### src/rtl/arx_pkg.sv
package arx_pkg;
  localparam int DATA_W  = 8;
  localparam int OVS_MAX = 64;
  localparam int CNT_W   = $clog2(OVS_MAX);
  localparam int IDX_W   = $clog2(DATA_W);

  typedef enum logic [2:0] {
    ST_IDLE, ST_START, ST_DATA, ST_PARITY, ST_STOP
  } rxState_t;

  typedef struct packed {
    logic frameStart;
    logic dataBit;
    logic parityBit;
    logic stopBit;
  } rxStrobe_t;

  function automatic logic [CNT_W-1:0] bitReload(input logic [1:0] rate);
    case (rate)
      2'd0:    return '0;
      2'd1:    return CNT_W'(15);
      default: return CNT_W'(OVS_MAX - 1);
    endcase
  endfunction

  function automatic logic [CNT_W-1:0] halfReload(input logic [1:0] rate);
    return (rate == 2'd1) ? CNT_W'(7) : CNT_W'(OVS_MAX / 2 - 1);
  endfunction
endpackage

### src/rtl/arx_sync.sv
module arx_sync #(
  parameter int STAGES = 2,
  parameter logic INIT = 1'b0
) (
  input  logic clk,
  input  logic rst,
  input  logic din,
  output logic dout
);
  logic [STAGES-1:0] chain;

  always_ff @(posedge clk) begin
    if (rst) chain <= {STAGES{INIT}};
    else     chain <= {chain[STAGES-2:0], din};
  end

  assign dout = chain[STAGES-1];
endmodule

### src/rtl/arx_ctrl.sv
module arx_ctrl
  import arx_pkg::*;
(
  input  logic             clk,
  input  logic             rst,
  input  logic             rxEnable,
  input  logic             tick,
  input  logic             lineBit,
  input  logic [1:0]       rateSel,
  input  logic [1:0]       charLen,
  input  logic             parityEn,
  output rxStrobe_t        strobe,
  output logic [IDX_W-1:0] bitIdx
);
  rxState_t         state;
  logic [CNT_W-1:0] cnt;
  logic [IDX_W-1:0] lastIdx;
  logic             sampleNow;
  logic             singleRate;

  assign lastIdx    = IDX_W'(4) + IDX_W'(charLen);
  assign sampleNow  = tick && (cnt == '0);
  assign singleRate = (rateSel == 2'd0);

  always_ff @(posedge clk) begin
    if (rst || !rxEnable) begin
      state  <= ST_IDLE;
      cnt    <= '0;
      bitIdx <= '0;
    end else if (tick) begin
      case (state)
        ST_IDLE: begin
          if (!lineBit) begin
            bitIdx <= '0;
            if (singleRate) begin
              state <= ST_DATA;
              cnt   <= '0;
            end else begin
              state <= ST_START;
              cnt   <= halfReload(rateSel);
            end
          end
        end
        ST_START: begin
          if (cnt == '0) begin
            if (lineBit) begin
              state <= ST_IDLE;
            end else begin
              state <= ST_DATA;
              cnt   <= bitReload(rateSel);
            end
          end else begin
            cnt <= cnt - 1'b1;
          end
        end
        ST_DATA: begin
          if (cnt == '0) begin
            cnt <= bitReload(rateSel);
            if (bitIdx == lastIdx) state <= parityEn ? ST_PARITY : ST_STOP;
            else                   bitIdx <= bitIdx + 1'b1;
          end else begin
            cnt <= cnt - 1'b1;
          end
        end
        ST_PARITY: begin
          if (cnt == '0) begin
            state <= ST_STOP;
            cnt   <= bitReload(rateSel);
          end else begin
            cnt <= cnt - 1'b1;
          end
        end
        ST_STOP: begin
          if (cnt == '0) state <= ST_IDLE;
          else           cnt   <= cnt - 1'b1;
        end
        default: state <= ST_IDLE;
      endcase
    end
  end

  always_comb begin
    strobe            = '0;
    strobe.frameStart = rxEnable && tick && (state == ST_IDLE) && !lineBit;
    strobe.dataBit    = rxEnable && sampleNow && (state == ST_DATA);
    strobe.parityBit  = rxEnable && sampleNow && (state == ST_PARITY);
    strobe.stopBit    = rxEnable && sampleNow && (state == ST_STOP);
  end
endmodule

### src/rtl/arx_datapath.sv
module arx_datapath
  import arx_pkg::*;
(
  input  logic              clk,
  input  logic              rst,
  input  logic              rxEnable,
  input  logic              lineBit,
  input  rxStrobe_t         strobe,
  input  logic [IDX_W-1:0]  bitIdx,
  input  logic              parityEn,
  input  logic              parityEven,
  input  logic              readStrobe,
  input  logic              errClear,
  output logic [DATA_W-1:0] rxData,
  output logic              rxReady,
  output logic              parityErr,
  output logic              overrunErr,
  output logic              frameErr,
  output logic              breakDet
);
  logic [DATA_W-1:0] shiftReg;
  logic              parRx;
  logic              allLow;
  logic              prevBreak;
  logic              parMiss;
  logic              breakFrame;

  assign parMiss    = parityEn && ((^shiftReg) ^ parRx ^ ~parityEven);
  assign breakFrame = strobe.stopBit && !lineBit && allLow;

  always_ff @(posedge clk) begin
    if (rst) begin
      shiftReg <= '0;
      parRx    <= 1'b0;
      allLow   <= 1'b0;
    end else if (strobe.frameStart) begin
      shiftReg <= '0;
      parRx    <= 1'b0;
      allLow   <= 1'b1;
    end else begin
      if (strobe.dataBit)  shiftReg[bitIdx] <= lineBit;
      if (strobe.parityBit) parRx <= lineBit;
      if ((strobe.dataBit || strobe.parityBit) && lineBit) allLow <= 1'b0;
    end
  end

  always_ff @(posedge clk) begin
    if (rst) begin
      rxData  <= '0;
      rxReady <= 1'b0;
    end else begin
      if (strobe.stopBit) rxData <= shiftReg;
      if (!rxEnable)           rxReady <= 1'b0;
      else if (strobe.stopBit) rxReady <= 1'b1;
      else if (readStrobe)     rxReady <= 1'b0;
    end
  end

  always_ff @(posedge clk) begin
    if (rst) begin
      parityErr  <= 1'b0;
      overrunErr <= 1'b0;
      frameErr   <= 1'b0;
    end else begin
      parityErr  <= (parityErr  && !errClear) || (strobe.stopBit && parMiss);
      overrunErr <= (overrunErr && !errClear) ||
                    (strobe.stopBit && rxReady && !readStrobe);
      frameErr   <= (frameErr   && !errClear) || (strobe.stopBit && !lineBit);
    end
  end

  always_ff @(posedge clk) begin
    if (rst) begin
      breakDet  <= 1'b0;
      prevBreak <= 1'b0;
    end else if (lineBit) begin
      breakDet  <= 1'b0;
      prevBreak <= 1'b0;
    end else if (strobe.stopBit) begin
      prevBreak <= breakFrame;
      if (breakFrame && prevBreak) breakDet <= 1'b1;
    end
  end
endmodule

### src/rtl/async_rx_core.sv
module async_rx_core
  import arx_pkg::*;
#(
  parameter int SYNC_STAGES = 2
) (
  input  logic              clk,
  input  logic              rst,
  input  logic              rxClk,
  input  logic              rxd,
  input  logic              rxEnable,
  input  logic [1:0]        rateSel,
  input  logic [1:0]        charLen,
  input  logic              parityEn,
  input  logic              parityEven,
  input  logic              readStrobe,
  input  logic              errClear,
  output logic [DATA_W-1:0] rxData,
  output logic              rxReady,
  output logic              parityErr,
  output logic              overrunErr,
  output logic              frameErr,
  output logic              breakDet
);
  logic             clkSync;
  logic             clkPrev;
  logic             tick;
  logic             lineSync;
  logic             rxLoad;
  rxStrobe_t        strobe;
  logic [IDX_W-1:0] bitIdx;

  arx_sync #(.STAGES(SYNC_STAGES), .INIT(1'b0)) u_clkSync (
    .clk(clk), .rst(rst), .din(rxClk), .dout(clkSync));

  arx_sync #(.STAGES(SYNC_STAGES), .INIT(1'b1)) u_lineSync (
    .clk(clk), .rst(rst), .din(rxd), .dout(lineSync));

  always_ff @(posedge clk) begin
    if (rst) clkPrev <= 1'b0;
    else     clkPrev <= clkSync;
  end

  assign tick   = clkSync && !clkPrev;
  assign rxLoad = strobe.stopBit;

  arx_ctrl u_ctrl (
    .clk(clk), .rst(rst), .rxEnable(rxEnable), .tick(tick),
    .lineBit(lineSync), .rateSel(rateSel), .charLen(charLen),
    .parityEn(parityEn), .strobe(strobe), .bitIdx(bitIdx));

  arx_datapath u_dp (
    .clk(clk), .rst(rst), .rxEnable(rxEnable), .lineBit(lineSync),
    .strobe(strobe), .bitIdx(bitIdx), .parityEn(parityEn),
    .parityEven(parityEven), .readStrobe(readStrobe), .errClear(errClear),
    .rxData(rxData), .rxReady(rxReady), .parityErr(parityErr),
    .overrunErr(overrunErr), .frameErr(frameErr), .breakDet(breakDet));
endmodule

### config.mk
export PLATFORM = sky130hd
export DESIGN_NAME = async_rx_core
export DESIGN_NICKNAME = d
export VERILOG_FILES = /design/src/rtl/arx_pkg.sv /design/src/rtl/arx_sync.sv /design/src/rtl/arx_ctrl.sv /design/src/rtl/arx_datapath.sv /design/src/rtl/async_rx_core.sv
export SDC_FILE = /design/constraint.sdc
export NUM_CORES = 1
export LEC_CHECK = 0
export BUFFER_PORTS_ARGS = -buffer_cell sky130_fd_sc_hd__buf_2
export CAP_MARGIN = 20
export CELL_PAD_IN_SITES_DETAIL_PLACEMENT = 2
export CELL_PAD_IN_SITES_GLOBAL_PLACEMENT = 2
export CORE_UTILIZATION = 35
export DETAILED_ROUTE_END_ITERATION = 12
export GPL_TIMING_DRIVEN = 0
export PLACE_DENSITY = 0.86
export SYNTH_ARGS = -nofsm -noshare
export SYNTH_HDL_FRONTEND = slang
export SYNTH_HIERARCHICAL = 1
export SYNTH_SLANG_ARGS = --single-unit
### constraint.sdc
create_clock -name clk -period 3.7 [get_ports clk]
set_input_delay 0.37 -clock clk [delete_from_list [all_inputs] [get_ports clk]]
set_output_delay 0.37 -clock clk [all_outputs]
set_load 0.005 [all_outputs]
Yosys cells after proc, flatten, opt, wreduce, memory -nomap -nowiden
Cells that the tools add are included.

Logic and storage cells: 117. Output and inout port bits: 13. Register bits after elaboration: 41.

Multiplexer cells: 30. Bitwise gates (word level): 4. Reductions and logical operators: 47. $add $sub $neg: 3. $lt $le $gt $ge: 2. Eq/ne operators: 15.

Operator list (number): $mux W6 (6); $mux W3 (10); $pmux W6 S4 (1); $logic_and A1 B1 Y1 (21); $pmux W3 S5 (1); $pmux W6 S2 (1); $ne A2 B1 Y1 const B (5); $reduce_and A5 Y1 (2); $bwmux W8 (1); $reduce_or A2 Y1 (4); $reduce_xor A8 Y1 (1); $reduce_and A7 Y1 (1); $eq A3 B2 Y1 const B (2); $logic_not A6 Y1 (1); $ne A2 B2 Y1 const B (3); $pmux W3 S2 (1); $reduce_bool A2 Y1 (3); $sub A6 B1 Y6 const B (1); $logic_not A1 Y1 (5); $logic_or A1 B1 Y1 (5); $mux W1 (5); $mux W5 (1); $lt A3 B4 Y1 const B (1); $mux W2 (2); other kinds (15) (17).

Longest topological paths before layout
Gate-level depths: netlist of run 1.

Word-level depth: 9. Depth in mapped cells: 10. Gate-level depth less buffers: 9.

Cells and area by module
Netlist of run 1, hierarchy kept.

By module, submodules not included: arx_ctrl (times used 1, seq. area each 240.2 µm², area an instance 1036.0 µm², cells an instance 129); arx_datapath (times used 1, seq. area each 480.5 µm², area an instance 1012.2 µm², cells an instance 103); arx_sync (times used 2, seq. area each 40.0 µm², area an instance 52.6 µm², cells an instance 4); async_rx_core (times used 1, seq. area each 20.0 µm², area an instance 47.5 µm², cells an instance 3).

Worst setup path after synthesis of run 1
No wires, ideal clock.

Kind: reg-to-reg. Start: register u_ctrl.cnt[0]. End: register u_dp.shiftReg[2]. Path slack: 1.059 ns. Stages on the path, launching flop included: 11. Required time: 3.574 ns. Arrival time: 2.515 ns. Clock period less this slack: 2.641 ns. Cells stage by stage: dfxtp_1 > inv_1 > ha_1 > or4b_4 > or2_0 > buf_2 > nor3_1 > nand2b_1 > nor3b_1 > mux2i_1 > nor2_1.

RTL lines: from (decl) (RTL line arx_ctrl.sv:16) `logic [CNT_W-1:0] cnt;`; from (signal assigned) (RTL line arx_ctrl.sv:40) `cnt <= halfReload(rateSel);`; from (signal assigned) (RTL line arx_ctrl.sv:50) `cnt <= bitReload(rateSel);`; from (signal assigned) (RTL line arx_ctrl.sv:53) `cnt <= cnt - 1'b1;`; to (signal, indexed assignment) (RTL line arx_datapath.sv:41) `if (strobe.dataBit) shiftReg[bitIdx] <= lineBit;`; to (decl) (RTL line arx_datapath.sv:21) `logic [DATA_W-1:0] shiftReg;`.

==> out/summary.md, run 1 <==
Yosys
* **share of synthesized cell area in full adder, half adder and majority cells** 1.137%
* **synth unique cells** 62
* **biggest area contributors in the synthesized netlist** dfxtp_1 37%, mux2i_1 8.6%, nor2_1 5.3%
* **area leader, netlist** dfxtp_1
* **synth warn** 6
* **Mean Syn Cell Area** 9.057 um^2
* **net count of the mapped netlist** 258
* **Syn Inst Count** 243
* **number of synthesized flops with an enable pin** 0
* **Most used DFF post-synth** dfxtp_1
* **Post-Synthesis Cell Area** 2201 um^2
* **post-synthesis mux area share** 9.153%
* **compound-gate portion of the synthesized area** 18.70%
* **register bit count reported by yosys** 41
* **dominant combinational cell family by area after synthesis** simple AND/OR/NAND/NOR gates
* **parity-gate share of the synthesized area counting xor and xnor cells** 5.344%
* **register area share after synthesis** 37.29%
* **async set or reset register ratio after synthesis** 0%
* **area share of the leading cell type in the synthesized netlist** 37.29%
* **simple-gate area share of the yosys netlist** 24.45%

Worst setup path
* **type of origin of the critical path** flip-flop
* **critical path class** reg -> reg
* **Max stage delay on crit path** 0.64 ns
* **series of cell instances along the critical path** inv_1 > ha_1 > or4b_4 > or2_0 > buf_2 > nor3_1 > nand2b_1 > nor3b_1 > mux2i_1 > nor2_1
* **worst-path cell with the longest stage delay** nor3_1
* **sort of element at the end of the critical path** flip-flop
* **critical-path maximum fanout** 9
* **Critical Path AT** 3.50 ns
* **critical path data required time** 3.87 ns

Route
* **total via count after detailed routing** 1964
* **drt first pass iters** 4
* **Antenna Nets Post-Route** 0
* **vias per cell** 5.595
* **drt drc** 0
* **detailed-route wire length per cell** 18.87 um
* **drt first-iter violations** 87
* **sum of routed wire length over all layers** 6.623 mm

Timing
* **setup repair after global routing missed its margin** false
* **final critical path time including I/O delays and setup** 3.329 ns
* **final hold vios** 0
* **post-route clock period utilization** 89.96%
* **setup TNS** 0 ns
* **Clock Skew** 0.003915 ns
* **Slew Viols, Final** 0
* **slew at the pin with the worst max-slew slack** 0.8717 ns
* **Final setup viols** 0
* **Slew HR** 41.36%
* **worst-case hold slack** 0.2673 ns
* **Max Clock Freq** 300.4 MHz

Clock network
* **clock transition at the register clock pins on the worst setup and hold paths after CTS** 0.08 ns
* **TritonCTS clock tree** built
* **H-Tree Depth** 2
* **total setup buffers inserted after CTS** 0
* **number of CTS-inserted buffers** 5
* **CTS sink cnt** 41
* **CTS max path bufs** 2
* **worst skew pair latency** 0.30 ns
* **CTS Hold Buffers Added** 0
* **clock tree root buffer cell** clkbuf_8
* **number of cells upsized or downsized after cts** 0

Layout
* **design area** 2540 um^2
* **post-layout instance count excluding filler cells** 351
* **share of post-route cells with drive strength above 1** 21.74%
* **final cell utilization of the core** 42.40%
* **net count of the finished layout** 290
* **synthesis-to-finish area growth** 15.41%
* **number of diodes added for antenna fixing** 0

Floorplan
* **Initial Utilization** 36.74%
* **# rows** 28
* **top-level port count** 26
* **Horiz. Die Dim** 81.30 um
* **total core area** 5991 um^2
* **die span in y** 81.30 um
* **area enclosed by the die boundary** 6610 um^2

Global routing
* **initial antenna violation count** 0
* **routing usage on met1** 25.39%
* **pin count of the biggest net entering global routing** 14
* **global route total overflow** 0
* **busiest layer in global routing** met2
* **global-route met2 utilization** 42.83%
* **met3 track utilization from global routing** 3.371%
* **overall fraction of global-route tracks in use** 22.27%
* **first-pass GRT wire length** 11.04 mm
* **vias in the first global route** 2166

Outcome
* **result of the run** completed

Placement
* **I/O Buffers** 25
* **gpl congestion** 0.7583
* **cell count after placement** 343
* **placement-stage cell area** 2420 um^2
* **HPWL after detailed placement** 4.988 mm

Pwr
* **total power per unit cell area** 345.7 nW/um^2
* **maximum resistive drop on vdd** 0.3156 mV
* **reported leakage power** 0.9607 nW

Job
* **number of maximum-capacitance constraint violations** 0

Hold path
* **path type of the worst min-delay path** in -> reg

[cell families after synthesis]
family                     count (synthesis)
buffers and inverters                     17
DFF                                       41
adders and majority gates                  2
muxes                                     20
AOI/OAI and AO/OA                         51
xor gates and xnor gates                  11
and+or+nand+nor                          101
[layer usage]
metal  up-vias  part of all wire, %
met5         -                    0
met4         0                 0.80
met3         4                  1.8
met2        23                   55
met1       999                   43
li1        938                    -
[synthesized netlist by cell type, types with 5 or more instances]
cell type / instances
nand2_1: 16
a21oi_1: 9
clkbuf_1: 5
xnor2_1: 8
nor2b_1: 6
mux2i_1: 19
nor3_1: 11
nor2_1: 31
nand3_1: 5
o21ai_0: 9
dfxtp_1: 41
inv_1: 7
[worst max-delay path: cells and delay by family, from the launching register on]
kind	cells	cell delay [ns]
flops	1	0.35
mux	1	0.27
simple gates	6	2.08
fa+ha+maj	1	0.24
buf+inv	2	0.26
[per-stage QoR]
stage / total power [W] / worst slack, ns
floorplan: 0.0004856 / 1.059
global placement: 0.0005040 / 0.6325
detailed placement: 0.0005067 / 0.4221
CTS: 0.0008903 / 0.3515
global route: 0.0009105 / 0.1491
finish: 0.0008782 / 0.3715
[final cells by class]
cell class / count / area, um^2
well taps: 75 / 93.84
multi-input cells: 185 / 1294
repair buffers: 25 / 125.1
plain buffers: 10 / 60.06
fillers: 654 / 3451
flip-flops and latches: 41 / 820.8
inverters: 7 / 26.28
clock inverters: 2 / 37.54
clock buffers: 6 / 82.58
[report_power, final]
part | total [W] | leakage, nW | switching [W] | internal, W
Clock | 0.000382 | 0.0574 | 0.000162 | 0.000219
Combinational | 0.0000504 | 0.572 | 0.0000305 | 0.0000198
Sequential | 0.000446 | 0.331 | 0.00000258 | 0.000444
[layout by cell type (no fill, tap or decap), types with 4 or more instances in the layout]
master    synthesis  final
a21oi_1           9      9
buf_2             2     27
clkbuf_1          5      5
clkbuf_8          0      6
dfxtp_1          41     41
inv_1             7      7
mux2i_1          19     19
nand2_1          16     16
nand2b_1          4      4
nand3_1           5      5
nor2_1           31     31
nor2b_1           6      6
nor3_1           11     11
nor3b_1           4      4
o21ai_0           9      9
or2_2             4      4
xnor2_1           8      8
[flip-flops by register name (all words and copies together), names as in the netlist]
register and flops:
u_dp/shiftReg 8, u_lineSync/chain 2, u_dp/overrunErr 1, u_ctrl/state 3
u_dp/parRx 1, u_dp/frameErr 1, u_ctrl/cnt 6, u_dp/rxData 8
u_dp/parityErr 1, clkPrev 1, u_dp/breakDet 1, u_clkSync/chain 2
u_dp/rxReady 1, u_ctrl/bitIdx 3, u_dp/allLow 1, u_dp/prevBreak 1
[final timing paths]
| kind | from | to | slack, ns | cells past startpoint |
|---|---|---|---|---|
| worst max-delay path | u_ctrl/cnt[0]$_SDFFE_PP0P_ | u_dp/shiftReg[2]$_SDFFE_PP0P_ | 0.37 | 10 |
| worst min-delay path | rxd | u_lineSync/chain[0]$_SDFF_PP1_ | 0.27 | 2 |
| worst max register to register | u_ctrl/cnt[0]$_SDFFE_PP0P_ | u_dp/shiftReg[2]$_SDFFE_PP0P_ | 0.37 | 10 |
| worst min register to register | u_lineSync/chain[0]$_SDFF_PP1_ | u_lineSync/chain[1]$_SDFF_PP1_ | 0.46 | 1 |
Note: power is estimated with default switching activity, not from simulation.
==> run 2, diff against run 1 <==
--- a/config.mk
+++ b/config.mk
@@ -5,7 +5,7 @@
 export SDC_FILE = /design/constraint.sdc
 export NUM_CORES = 1
 export LEC_CHECK = 0
-export BUFFER_PORTS_ARGS = -buffer_cell sky130_fd_sc_hd__buf_2
+export BUFFER_PORTS_ARGS = -buffer_cell sky130_fd_sc_hd__buf_4
 export CAP_MARGIN = 20
 export CELL_PAD_IN_SITES_DETAIL_PLACEMENT = 2
 export CELL_PAD_IN_SITES_GLOBAL_PLACEMENT = 2
==> out/summary.md, run 2 (same netlist as run 1, synthesis figures left out) <==
Clock network
* **CTS sink cnt** 41
* **TritonCTS clock tree** built
* **clock tree root buffer cell** clkbuf_8
* **number of cells upsized or downsized after cts** 0
* **total setup buffers inserted after CTS** 0
* **number of CTS-inserted buffers** 5
* **clock transition at the register clock pins on the worst setup and hold paths after CTS** 0.09 ns
* **CTS max path bufs** 2
* **H-Tree Depth** 2
* **worst skew pair latency** 0.30 ns
* **CTS Hold Buffers Added** 0

Timing
* **Max Clock Freq** 297.0 MHz
* **Final setup viols** 0
* **Slew Viols, Final** 0
* **final critical path time including I/O delays and setup** 3.367 ns
* **Slew HR** 33.05%
* **final hold vios** 0
* **post-route clock period utilization** 91.00%
* **Clock Skew** 0.009302 ns
* **setup repair after global routing missed its margin** false
* **setup TNS** 0 ns
* **slew at the pin with the worst max-slew slack** 0.9952 ns

Global routing
* **initial antenna violation count** 0
* **global route total overflow** 0
* **vias in the first global route** 2116
* **overall fraction of global-route tracks in use** 22.78%
* **first-pass GRT wire length** 11.15 mm
* **pin count of the biggest net entering global routing** 14

Pwr
* **sequential share of power** 55.3%
* **part of the total power dissipated in combinational logic** 6.7%
* **Cell Int Power** 0.0006003 W
* **maximum resistive drop on vdd** 0.1466 mV
* **reported leakage power** 0.9493 nW
* **total power per unit cell area** 313.6 nW/um^2
* **portion of total power attributed to the clock network** 37.9%
* **net switching power figure** 0.0002056 W
* **Sw Share** 25.51%

Layout
* **post-layout instance count excluding filler cells** 351
* **synthesis-to-finish area growth** 16.77%
* **most common library cell in the layout ignoring fill and taps** dfxtp_1
* **net count of the finished layout** 290
* **share of post-route cells with drive strength above 1** 21.38%
* **biggest regs** u_dp/rxData x8, u_dp/shiftReg x8, u_ctrl/cnt x6
* **Filler Cells Inserted** 662
* **most frequent cells in the layout** 41 x dfxtp_1, 31 x nor2_1, 26 x buf_4
* **design area** 2570 um^2
* **number of diodes added for antenna fixing** 0

Worst setup path
* **Max stage delay on crit path** 0.60 ns
* **sort of element at the end of the critical path** flip-flop
* **flop2flop setup slack** 0.33 ns
* **critical path's top delay family** simple AND/OR/NAND/NOR gates
* **critical path data required time** 3.87 ns
* **cell mode on critical path** nor3_1
* **Buffers & Inverters on Critical Path** 2
* **series of cell instances along the critical path** inv_1 > ha_1 > or4b_4 > or2_0 > buf_2 > nor3_1 > nand2b_1 > nor3_1 > mux2i_1 > nor2_1
* **worst-path cell with the longest stage delay** nor3_1
* **type of origin of the critical path** flip-flop
* **Critical Path AT** 3.53 ns
* **critical-path maximum fanout** 9
* **critical path class** reg -> reg

Placement
* **HPWL after detailed placement** 4.750 mm
* **I/O Buffers** 25
* **placement-stage cell area** 2482 um^2
* **cell count after placement** 343
* **gpl congestion** 0.7502

Outcome
* **result of the run** completed

Route
* **drt first pass iters** 4
* **sum of routed wire length over all layers** 6.815 mm
* **drt first-iter violations** 80
* **Antenna Nets Post-Route** 0
* **total via count after detailed routing** 1981
* **drt drc** 0
* **detailed-route wire length per cell** 19.42 um
* **vias per cell** 5.644

Floorplan
* **total core area** 5991 um^2
* **# rows** 28
* **top-level port count** 26
* **area enclosed by the die boundary** 6610 um^2
* **die span in y** 81.30 um
* **Initial Utilization** 36.74%
* **Horiz. Die Dim** 81.30 um

Job
* **number of maximum-capacitance constraint violations** 0

Hold path
* **path type of the worst min-delay path** in -> reg

## run 2: cell type report
cell class,count,area [um^2],area share (%)
Inverter,7,26.28,1.022
Clock inverter,2,15.01,0.5842
Sequential cell,41,820.8,31.94
Tap cell,75,93.84,3.651
Clock buffer,6,72.57,2.824
Buffer,10,60.06,2.337
Multi-Input combinational cell,185,1294,50.34
Timing Repair Buffer,25,187.7,7.303
## run 2: final timing paths
path,startpoint,endpoint,cells after the start
max,u_ctrl/cnt[0]$_SDFFE_PP0P_,u_dp/shiftReg[0]$_SDFFE_PP0P_,10
min reg2reg,u_lineSync/chain[0]$_SDFF_PP1_,u_lineSync/chain[1]$_SDFF_PP1_,1
min,rxd,u_lineSync/chain[0]$_SDFF_PP1_,2
max reg2reg,u_ctrl/cnt[0]$_SDFFE_PP0P_,u_dp/shiftReg[0]$_SDFFE_PP0P_,10
## run 2: worst reg2reg max path, stage by stage, from the launching register on
cell and delay [ns]:
dfxtp_1 0.36, inv_1 0.07, ha_1 0.27, or4b_4 0.56
or2_0 0.22, buf_2 0.19, nor3_1 0.61, nand2b_1 0.25
nor3_1 0.35, mux2i_1 0.28, nor2_1 0.08
## run 2: stage by stage
| step | utilization (%) | worst slack (ns) | hold WS (ns) | power [W] |
|---|---|---|---|---|
| after floorplan | - | 1.059 | 0.3832 | 0.0004856 |
| after detailed placement | 41.44 | 0.5086 | 0.4080 | 0.0005098 |
| after CTS | 42.90 | 0.2903 | 0.2381 | 0.0008155 |
| final | 42.90 | 0.3329 | 0.2430 | 0.0008059 |
| after global routing | 42.90 | 0.2233 | 0.2494 | 0.0008339 |
| after global placement | 41.44 | 0.6181 | 0.3870 | 0.0005077 |
## run 2: power by group through the flow
stage | combinational (W) | sequential (W) | clock (W)
CTS | 0.0000542 | 0.000446 | 0.000315
global placement | 0.0000515 | 0.000456 | 0
finish | 0.0000543 | 0.000446 | 0.000306
global route | 0.0000587 | 0.000446 | 0.000329
detailed placement | 0.0000534 | 0.000456 | 0
floorplan | 0.0000301 | 0.000455 | 0
## run 2: layer usage
metal | wire (um) | global-route usage (%) | part of all wire, % | vias up
li1 | - | - | - | 938
met1 | 3033 | 27.60 | 45 | 1004
met2 | 3532 | 40.58 | 52 | 33
met3 | 182 | 3.483 | 2.7 | 6
met4 | 66 | 7.500 | 0.97 | 0
met5 | 0 | 0 | 0 | -
==> run 3, diff against run 2 <==
--- a/config.mk
+++ b/config.mk
@@ -9,11 +9,10 @@
 export CAP_MARGIN = 20
 export CELL_PAD_IN_SITES_DETAIL_PLACEMENT = 2
 export CELL_PAD_IN_SITES_GLOBAL_PLACEMENT = 2
-export CORE_UTILIZATION = 35
+export CORE_UTILIZATION = 34
 export DETAILED_ROUTE_END_ITERATION = 12
 export GPL_TIMING_DRIVEN = 0
 export PLACE_DENSITY = 0.86
 export SYNTH_ARGS = -nofsm -noshare
 export SYNTH_HDL_FRONTEND = slang
-export SYNTH_HIERARCHICAL = 1
 export SYNTH_SLANG_ARGS = --single-unit
==> out/summary.md, run 3 <==
Outcome
* **result of the run** completed

Clock network
* **H-Tree Depth** 2
* **TritonCTS clock tree** built
* **clock transition at the register clock pins on the worst setup and hold paths after CTS** 0.09 ns
* **CTS Hold Buffers Added** 0
* **worst skew pair latency** 0.30 ns
* **CTS sink cnt** 41
* **number of cells upsized or downsized after cts** 0
* **total setup buffers inserted after CTS** 0
* **number of CTS-inserted buffers** 5
* **clock tree root buffer cell** clkbuf_8
* **CTS max path bufs** 2

Route
* **drt first-iter violations** 131
* **drt drc** 0
* **sum of routed wire length over all layers** 7.004 mm
* **vias per cell** 5.590
* **drt first pass iters** 4
* **detailed-route wire length per cell** 18.63 um
* **Antenna Nets Post-Route** 0
* **total via count after detailed routing** 2102

Global routing
* **global route total overflow** 0
* **overall fraction of global-route tracks in use** 23.20%
* **first-pass GRT wire length** 11.57 mm
* **pin count of the biggest net entering global routing** 15
* **vias in the first global route** 2232
* **initial antenna violation count** 0

Timing
* **setup repair after global routing missed its margin** false
* **Slew Viols, Final** 0
* **post-route clock period utilization** 66.67%
* **Slew HR** 38.90%
* **setup TNS** 0 ns
* **Final setup viols** 0
* **Max Clock Freq** 405.4 MHz
* **Clock Skew** 0.007537 ns
* **final critical path time including I/O delays and setup** 2.467 ns
* **final hold vios** 0
* **slew at the pin with the worst max-slew slack** 0.9081 ns

Yosys
* **async set or reset register ratio after synthesis** 0%
* **register bit count reported by yosys** 41
* **Post-Synthesis Cell Area** 2181 um^2
* **synth warn** 0
* **biggest area contributors in the synthesized netlist** dfxtp_1 38%, a21oi_1 6.4%, nand2_1 5.3%
* **top post-synthesis cells by count** 41 x dfxtp_1, 31 x nand2_1, 28 x a21oi_1
* **net count of the mapped netlist** 285
* **register area share after synthesis** 37.64%
* **area leader, netlist** dfxtp_1
* **Mean Syn Cell Area** 8.107 um^2
* **area share of the leading cell type in the synthesized netlist** 37.64%
* **number of synthesized flops with an enable pin** 0
* **synth unique cells** 47
* **most used standard cell by instance count after synthesis** dfxtp_1
* **Syn Inst Count** 269
* **Most used DFF post-synth** dfxtp_1

Floorplan
* **# rows** 28
* **total core area** 6061 um^2
* **top-level port count** 26
* **area enclosed by the die boundary** 6739 um^2
* **Horiz. Die Dim** 82.09 um
* **Initial Utilization** 35.98%
* **die span in y** 82.09 um

Pwr
* **reported leakage power** 0.9903 nW
* **total power per unit cell area** 367.0 nW/um^2
* **maximum resistive drop on vdd** 0.1757 mV

Worst setup path
* **Worst setup endpoint** u_dp.shiftReg[6]$_SDFFE_PP0P_
* **type of origin of the critical path** flip-flop
* **critical path class** reg -> reg
* **launching element of the worst setup path** u_ctrl.cnt[0]$_SDFFE_PP0P_
* **depth of the worst register-to-register path** 7
* **capturing point of the worst reg2reg path** u_dp.shiftReg[6]$_SDFFE_PP0P_
* **Critical Path AT** 2.66 ns
* **flop2flop setup slack** 1.23 ns
* **origin of the critical flop-to-flop path** u_ctrl.cnt[0]$_SDFFE_PP0P_
* **critical path data required time** 3.89 ns
* **sort of element at the end of the critical path** flip-flop
* **critical-path maximum fanout** 5

Layout
* **post-layout instance count excluding filler cells** 376
* **net count of the finished layout** 316
* **most common library cell in the layout ignoring fill and taps** dfxtp_1
* **number of diodes added for antenna fixing** 0
* **share of post-route cells with drive strength above 1** 15.95%
* **biggest regs** u_dp.rxData x8, u_dp.shiftReg x8, u_ctrl.cnt x6
* **synthesis-to-finish area growth** 18.88%
* **most frequent cells in the layout** 41 x dfxtp_1, 31 x nand2_1, 28 x a21oi_1

Placement
* **cell count after placement** 368
* **HPWL after detailed placement** 5.234 mm
* **gpl congestion** 0.8405
* **I/O Buffers** 24

Job
* **number of maximum-capacitance constraint violations** 0

Hold path
* **path type of the worst min-delay path** in -> reg

[run 3: cell count changes in the layout (fill, tap and decap cells not counted), moves of 7 or more]
cell     before  now
a21oi_1       9   28
nand2_1      16   31
mux2i_1      19    8
nor2_1       31   21
o21ai_0       9   16
[run 3: metrics by stage]
stage | hold WS (ns) | utilization [%] | instance area (um^2) | total power [W] | worst slack (ns)
4_1_cts | 0.2437 | 42.77 | 2592 | 0.0009596 | 1.197
6_report | 0.2504 | 42.77 | 2592 | 0.0009516 | 1.233
5_1_grt | 0.2478 | 42.77 | 2592 | 0.0009814 | 1.008
2_1_floorplan | 0.3895 | - | 2181 | 0.0004845 | 1.695
3_5_place_dp | 0.4035 | 40.50 | 2455 | 0.0005084 | 1.205
3_3_place_gp | 0.3958 | 40.50 | 2455 | 0.0005059 | 1.371
[run 3: cells by family after synthesis]
| family | count (synthesis) | share of synthesized area, % |
|---|---|---|
| buffers and inverters | 23 | 4.188 |
| adders and majority gates | 3 | 1.721 |
| xor gates and xnor gates | 13 | 5.852 |
| and+or+nand+nor | 109 | 25.93 |
| muxes | 8 | 3.672 |
| DFF | 41 | 37.64 |
| AOI/OAI and AO/OA | 72 | 21.00 |
[run 3: worst min path at each step]
stage                                               from                              to  slack, ns  cells after the start
after global routing                                 rxd  u_lineSync.chain[0]$_SDFF_PP1_       0.25                      2
after CTS                                            rxd  u_lineSync.chain[0]$_SDFF_PP1_       0.24                      2
after floorplan           u_lineSync.chain[0]$_SDFF_PP1_  u_lineSync.chain[1]$_SDFF_PP1_       0.39                      1
after detailed placement  u_lineSync.chain[0]$_SDFF_PP1_  u_lineSync.chain[1]$_SDFF_PP1_       0.40                      1
after global placement    u_lineSync.chain[0]$_SDFF_PP1_  u_lineSync.chain[1]$_SDFF_PP1_       0.40                      1
final                                                rxd  u_lineSync.chain[0]$_SDFF_PP1_       0.25                      2
[run 3: routing by layer]
| metal | vias to the layer above | share of wire (%) | global-route usage, % |
|---|---|---|---|
| met5 | - | 0 | 0 |
| met4 | 0 | 1.3 | 6.491 |
| met3 | 9 | 3.4 | 3.846 |
| met2 | 41 | 48 | 38.43 |
| met1 | 1028 | 47 | 30.90 |
| li1 | 1024 | - | - |
[run 3: cell type report]
type,count,area [um^2]
fill,690,3468
multi-input combinational,205,1269
sequential,41,820.8
timing repair buffer,24,180.2
tap,75,93.84
clock buffer,5,68.82
clock inverter,3,68.82
buffer,14,57.56
inverter,9,33.78
[run 3: critical path, stage by stage (launching register included)]
cell	delay [ns]
dfxtp_1	0.36
inv_1	0.11
ha_1	0.20
or4b_4	0.52
nor4_1	0.71
nand3_1	0.20
mux2i_1	0.19
nor2_1	0.05
[run 3: power by group]
| group | leakage [nW] | switching [W] | internal [W] | total [W] |
|---|---|---|---|---|
| sequential | 0.331 | 0.00000198 | 0.000444 | 0.000446 |
| clock | 0.0687 | 0.000182 | 0.000272 | 0.000454 |
| combinational | 0.590 | 0.0000321 | 0.0000203 | 0.0000524 |
| total | 0.990 | 0.000216 | 0.000736 | 0.000952 |
